==> src/rtl/miss_pulse_det_pkg.sv <==
package miss_pulse_det_pkg;
  localparam int unsigned DEF_CNT_W = 16;
  localparam int unsigned DEF_SYNC_STAGES = 2;
endpackage

==> src/rtl/msd_edge_sync.sv <==
module msd_edge_sync #(
  parameter int unsigned STAGES = 2
) (
  input  logic clk,
  input  logic rst_n,
  input  logic async_in,
  output logic rise
);
  logic [STAGES-1:0] chain;
  logic              last_q;

  always_ff @(posedge clk) begin
    if (!rst_n) chain[0] <= 1'b0;
    else        chain[0] <= async_in;
  end

  for (genvar i = 1; i < STAGES; i++) begin : g_stage
    always_ff @(posedge clk) begin
      if (!rst_n) chain[i] <= 1'b0;
      else        chain[i] <= chain[i-1];
    end
  end

  always_ff @(posedge clk) begin
    if (!rst_n) last_q <= 1'b0;
    else        last_q <= chain[STAGES-1];
  end

  assign rise = chain[STAGES-1] & ~last_q;
endmodule

==> src/rtl/msd_timer.sv <==
module msd_timer #(
  parameter int unsigned CNT_W  = 16,
  parameter bit          RETRIG = 1'b1
) (
  input  logic             clk,
  input  logic             rst_n,
  input  logic             start,
  input  logic [CNT_W-1:0] len,
  output logic             busy,
  output logic             last
);
  localparam logic [CNT_W-1:0] ONE = CNT_W'(1);

  logic [CNT_W-1:0] cnt_q;
  logic             load;

  if (RETRIG) begin : g_retrig
    assign load = start;
  end else begin : g_single
    assign load = start & ~busy;
  end

  always_ff @(posedge clk) begin
    if (!rst_n) begin
      busy  <= 1'b0;
      cnt_q <= '0;
    end else if (load) begin
      busy  <= (len != '0);
      cnt_q <= len;
    end else if (busy) begin
      cnt_q <= cnt_q - ONE;
      if (cnt_q == ONE) busy <= 1'b0;
    end
  end

  assign last = busy & (cnt_q == ONE) & ~load;
endmodule

==> src/rtl/miss_pulse_det.sv <==
module miss_pulse_det
  import miss_pulse_det_pkg::*;
#(
  parameter int unsigned CNT_W       = DEF_CNT_W,
  parameter int unsigned SYNC_STAGES = DEF_SYNC_STAGES
) (
  input  logic             clk,
  input  logic             rst_n,
  input  logic             pulse_in,
  input  logic [CNT_W-1:0] timeout_len,
  input  logic [CNT_W-1:0] alarm_len,
  output logic             watch_active,
  output logic             alarm_out
);
  logic rise_evt;
  logic wd_expire;
  logic alarm_last;

  msd_edge_sync #(.STAGES(SYNC_STAGES)) u_sync (
    .clk      (clk),
    .rst_n    (rst_n),
    .async_in (pulse_in),
    .rise     (rise_evt)
  );

  // Watchdog: every synchronized edge reloads it.
  msd_timer #(.CNT_W(CNT_W), .RETRIG(1'b1)) u_watch (
    .clk   (clk),
    .rst_n (rst_n),
    .start (rise_evt),
    .len   (timeout_len),
    .busy  (watch_active),
    .last  (wd_expire)
  );

  // Alarm: launched in the cycle the watchdog runs out, ignores starts while busy.
  msd_timer #(.CNT_W(CNT_W), .RETRIG(1'b0)) u_alarm (
    .clk   (clk),
    .rst_n (rst_n),
    .start (wd_expire),
    .len   (alarm_len),
    .busy  (alarm_out),
    .last  (alarm_last)
  );
endmodule

==> config.mk <==
export PLATFORM = sky130hd
export DESIGN_NAME = miss_pulse_det
export DESIGN_NICKNAME = d
export VERILOG_FILES = /design/src/rtl/miss_pulse_det_pkg.sv /design/src/rtl/msd_edge_sync.sv /design/src/rtl/msd_timer.sv /design/src/rtl/miss_pulse_det.sv
export SDC_FILE = /design/constraint.sdc
export NUM_CORES = 1
export LEC_CHECK = 0
export BUFFER_PORTS_ARGS = -buffer_cell sky130_fd_sc_hd__buf_2
export CAP_MARGIN = 20
export CORE_ASPECT_RATIO = 1.75
export CORE_MARGIN = 1
export CORE_UTILIZATION = 41
export DETAILED_ROUTE_END_ITERATION = 10
export SLEW_MARGIN = 30
export SYNTH_ARGS = -nofsm -noshare
export SYNTH_HDL_FRONTEND = slang
export SYNTH_SLANG_ARGS = --single-unit
==> constraint.sdc <==
create_clock -name clk -period 1.8 [get_ports clk]
set_input_delay 0.36 -clock clk [delete_from_list [all_inputs] [get_ports clk]]
set_output_delay 0.36 -clock clk [all_outputs]
set_load 0.02 [all_outputs]
; Yosys cells after proc, flatten, opt, wreduce, memory -nomap -nowiden
; Index checks and enable logic that the tools add are counted.
; Widths: inputs -> output; s select.
[op_classes]
add_sub_neg = 2
multipliers = 0
n_div = 0
magnitude_cmp = 0
eq_ne = 2
shift = 0
mux = 10
bitwise = 7
n_reduce_logical = 4
[ops]
columns = operator, count
row1 = $mux 16, 4
row2 = $eq 16x1->1 const B, 2
row3 = $reduce_bool 16->1, 2
row4 = $sub 16x1->16 const B, 2
row5 = $mux 1, 6
row6 = $and 1x1->1, 4
row7 = $reduce_bool 2->1, 2
row8 = $not 1->1, 3
[totals]
ff_bits = 37
latch_bits = 0
ramBits = 0
rom_bits = 0
input_bits = 35
out_inout_bits = 2
word_cells = 32
memories = 0

; Longest topological paths before layout
[depth]
depth_word = 6
depth_mapped = 7
mapped_depth_nobuf = 6

; Cells and area by module
; A second synthesis with hierarchy kept.
[hier_totals]
hier_cells = 239
area_unflattened_um2 = 2005.7
[by_module_without_submodules]
columns = module, instances, cells_each, area_per_inst_um2, seq_area_each_um2
row1 = msd_timer at u_alarm, 1, 119, 969.7, 340.3
row2 = msd_timer at u_watch, 1, 113, 943.4, 340.3
row3 = msd_edge_sync, 1, 7, 92.6, 60.1

; Worst setup path after synthesis
; Ideal clock, no wire load.
[synth_path]
path_type = register to register
startpoint = reg u_watch.cnt_q[2]
endpoint = reg u_watch.cnt_q[6]
setup_ns = 0.091
arrival_ns = 1.652
required_time_ns = 1.709
path_slack_ns = 0.057
stages_incl_launch_ff = 6
path_buffers = 2
period_less_slack_ns = 1.743
path_cell_list = dfxtp_1 -> buf_6 -> or4_1 -> buf_2 -> or3_1 -> a311oi_1
[synth_between]
elab_chain_len = 3
[synth_lines]
columns = element, line
row1 = from (decl), msd_timer.sv:14  ; logic [CNT_W-1:0] cnt_q;
row2 = from (signal assigned), msd_timer.sv:29  ; cnt_q <= len;
row3 = from (signal assigned), msd_timer.sv:31  ; cnt_q <= cnt_q - ONE;
row4 = $sub 16x1->16, msd_timer.sv:31
row5 = $mux 16, msd_timer.sv:30  ; end else if (busy) begin
row6 = $mux 16, msd_timer.sv:27  ; end else if (load) begin
; Every way passes these cells. The select of a mux whose other input is x is not followed.
; A chain may end at the register's enable or synchronous reset.

; Worst setup path after layout
[layout_path]
startpoint = reg u_watch.cnt_q[8]
endpoint = reg u_watch.cnt_q[14]
; Same word-level chain as after synthesis.

==> impl_metrics.py <==
metrics = {
    "outcome": {
        "outcome": "complete, no violations",
    },
    "route": {
        "drt_iter0_markers": 85,
        "route.met3.wl_um": 239,
        "route.met2.wl_mm": 4.00,
        "viasPerCell": 6.10,
        "finalWirelength_mm": 7.21,
        "routed.top_layer": "met4",
        "remaining_drc_errors": 0,
        "routedWlPerCell_um": 17.1,
        "vias": 2576,
        "dr.pass1.iters": 4,
        "antenna_left": 0,
        "drt-met1-wl_mm": 2.70,
    },
    "sta": {
        "whs_ns": 0.275,
        "fmax_ghz": 0.572,
        "worst_pin_slew_ns": 0.533,
        "final.setup.tns_ns": 0,
        "period_needed_ns": 1.75,
        "setup_ws_ns": 0.0518,
        "slew_viol_final": 0,
        "maxSlewHeadroom": 0.642,
        "setup_viol": 0,
        "finalHoldViolCount": 0,
        "fin_crit_sh": 0.971,
        "fin_skew_ns": 0.00908,
    },
    "yosys": {
        "syn-instance-count": 283,
        "synth_most_common_cell": "dfxtp_1",
        "synthFlopType": "dfxtp_1",
        "avgSynthCellArea_sq_um": 8.30,
        "ys_ff_latch": 37,
        "netlist_area_sq_um": 2350,
        "netlist_top_cells_area": "dfxtp_1 (32%), nor4_1 (5.1%), nand4_1 (4.5%), nor4_4 (3.6%), xnor2_1 (3.0%)",
        "synth.yosys.seq_area_share": 0.315,
        "synth_edf_count": 0,
        "synth-async-reset-ratio": 0,
        "ys_warn_count": 0,
        "synth_common_cells": "dfxtp_1 (37), nor4_1 (19), nand4_1 (17), clkbuf_1 (16), nor2_1 (15)",
        "synth_top_cell_area_share": 0.315,
        "yosysTopAreaCell": "dfxtp_1",
        "ys_types": 50,
        "syn-num-nets": 322,
    },
    "job": {
        "drv_cap": 0,
    },
    "pwr": {
        "power_mw": 2.11,
        "p_per_area_nw_per_um2": 709,
        "p_leak_nw": 1.15,
        "ir_drop_mv": 0.622,
    },
    "worst_setup_path": {
        "start_kind": "flop",
        "worstPathArrival_ns": 1.95,
        "crit_fanout": 5,
        "cpPeakStageDelay_ns": 0.51,
        "crit_chain": "nor4_4, buf_4, nand4_2, or4_1, a311oi_1",
        "cp.required_ns": 2.00,
        "cp-end-kind": "flop",
        "crit_type": "flop to flop",
        "crit_path_top_delay_cell": "or4_1",
    },
    "floorplan": {
        "coreArea_sq_um": 5540,
        "dieArea_sq_um": 6050,
        "chipWidth_um": 59.2,
        "rows": 36,
        "io_pins": 37,
        "die_h_um": 102,
        "initial_core_util": 0.424,
    },
    "cts": {
        "cts_sinks": 37,
        "cts_buffers": 5,
        "path_clk_slew_ns": 0.07,
        "ctsHtreeMaxLevel": 2,
        "clk_latency_ns": 0.29,
        "cts_tree": "built",
        "cts_max_path_buffers": 2,
        "root_buffer": "clkbuf_8",
        "cts_hold_buf": 0,
    },
    "placed_design": {
        "hpwl_mm": 5.51,
        "io_buffers": 36,
        "dp_slack_ns": 0.00359,
        "gp_congestion": 0.833,
    },
    "worst_hold_path": {
        "min_path_type": "input pin to flop",
    },
    "grt": {
        "grt_first_pass_wirelength_mm": 11.6,
        "antenna_found_initial": 0,
        "grt_pass1_vias": 2494,
        "grt_max_degree": 35,
        "grt_usage": 0.257,
        "grt_overflow": 0,
    },
    "layout": {
        "syn2layout_area_growth_pct": 26.6,
        "final_nets": 385,
        "layout-drive-gt1-share": 0.292,
        "n_antenna_cell": 0,
        "final_util": 0.537,
        "nFillCells": 568,
    },
}
[metrics by stage]
step	instances	cell area [sq um]
after global placement	412	2830
final	422	2970
after CTS	420	2920
after floorplan	283	2350
after global routing	422	2970
after detailed placement	412	2830
[path summary, 6_finish.rpt]
path	startpoint	end	slack, ns	depth (start not counted)
worst max-delay path	u_watch.cnt_q[8]	u_watch.cnt_q[14]	0.05	5
worst min-delay path	pulse_in	u_sync.chain[0]	0.27	2
worst max register to register	u_watch.cnt_q[8]	u_watch.cnt_q[14]	0.05	5
worst min register to register	u_sync.chain[0]	u_sync.chain[1]	0.45	1
[cell usage in the layout (no fill, tap or decap), types with 3 or more instances in the layout]
cell type / instances
buf_4: 39
buf_2: 36
dfxtp_1: 36
nor4_1: 17
nand4_1: 17
nor2_1: 15
nand2_1: 12
o21ai_0: 12
inv_1: 11
a21oi_1: 10
nor3_1: 9
a31oi_1: 8
xnor2_1: 8
a211oi_1: 8
nor2b_1: 7
or4_1: 7
xor2_1: 6
a311oi_1: 6
clkbuf_8: 6
nand3_1: 5
o211ai_1: 5
o31ai_1: 5
and2_1: 5
nor4_4: 4
nor4_2: 4
ha_1: 4
nand2b_1: 3
o221ai_1: 3
or3_1: 3
o311ai_1: 3
[report_power, final]
part / switching, mW / internal, mW
Clock: 0.299 / 0.304
Sequential: 0.0456 / 0.858
Combinational: 0.326 / 0.276
[layer usage]
layer / global-route usage / vias up
met1: 0.251 / 1224
met5: 0 / -
met4: 0.148 / 0
met2: 0.494 / 91
met3: 0.0316 / 22
li1: - / 1239
[state kept, by name (all words and copies together) (netlist names)]
register / count
u_watch.busy: 1
u_watch.cnt_q: 16
u_alarm.busy: 1
u_sync.chain: 2
u_sync.last_q: 1
u_alarm.cnt_q: 16
[timing repair]
item                       in CTS  in global routing
setup endpoints to repair       1                 23
pin swaps                       1                  2
setup buffers                   1                  2
resized for setup               0                  8
[cell families (layout without fill, tap and decap cells)]
group           Yosys count  after routing  synth area share
simple gates            125            125             0.340
compound gates           72             72             0.216
flops                    37             37             0.315
buf+inv                  31             94            0.0543
xor+xnor                 14             14            0.0522
fa+ha+maj                 4              4            0.0213
[cell type report]
type / count / area [sq um] / area share
Inverter: 11 / 41.3 / 0.0139
Multi-Input combinational cell: 215 / 1520 / 0.510
Timing Repair Buffer: 76 / 493 / 0.166
Sequential cell: 37 / 742 / 0.249
Clock buffer: 7 / 86.3 / 0.0290
Tap cell: 76 / 95.1 / 0.0320
[worst max-delay path: cells and delay by family (launching register included)]
family | cells | cell delay (ns)
flops | 1 | 0.36
simple gates | 3 | 0.87
buf+inv | 1 | 0.18
compound gates | 1 | 0.26
Note: power is estimated with default switching activity, not from simulation.
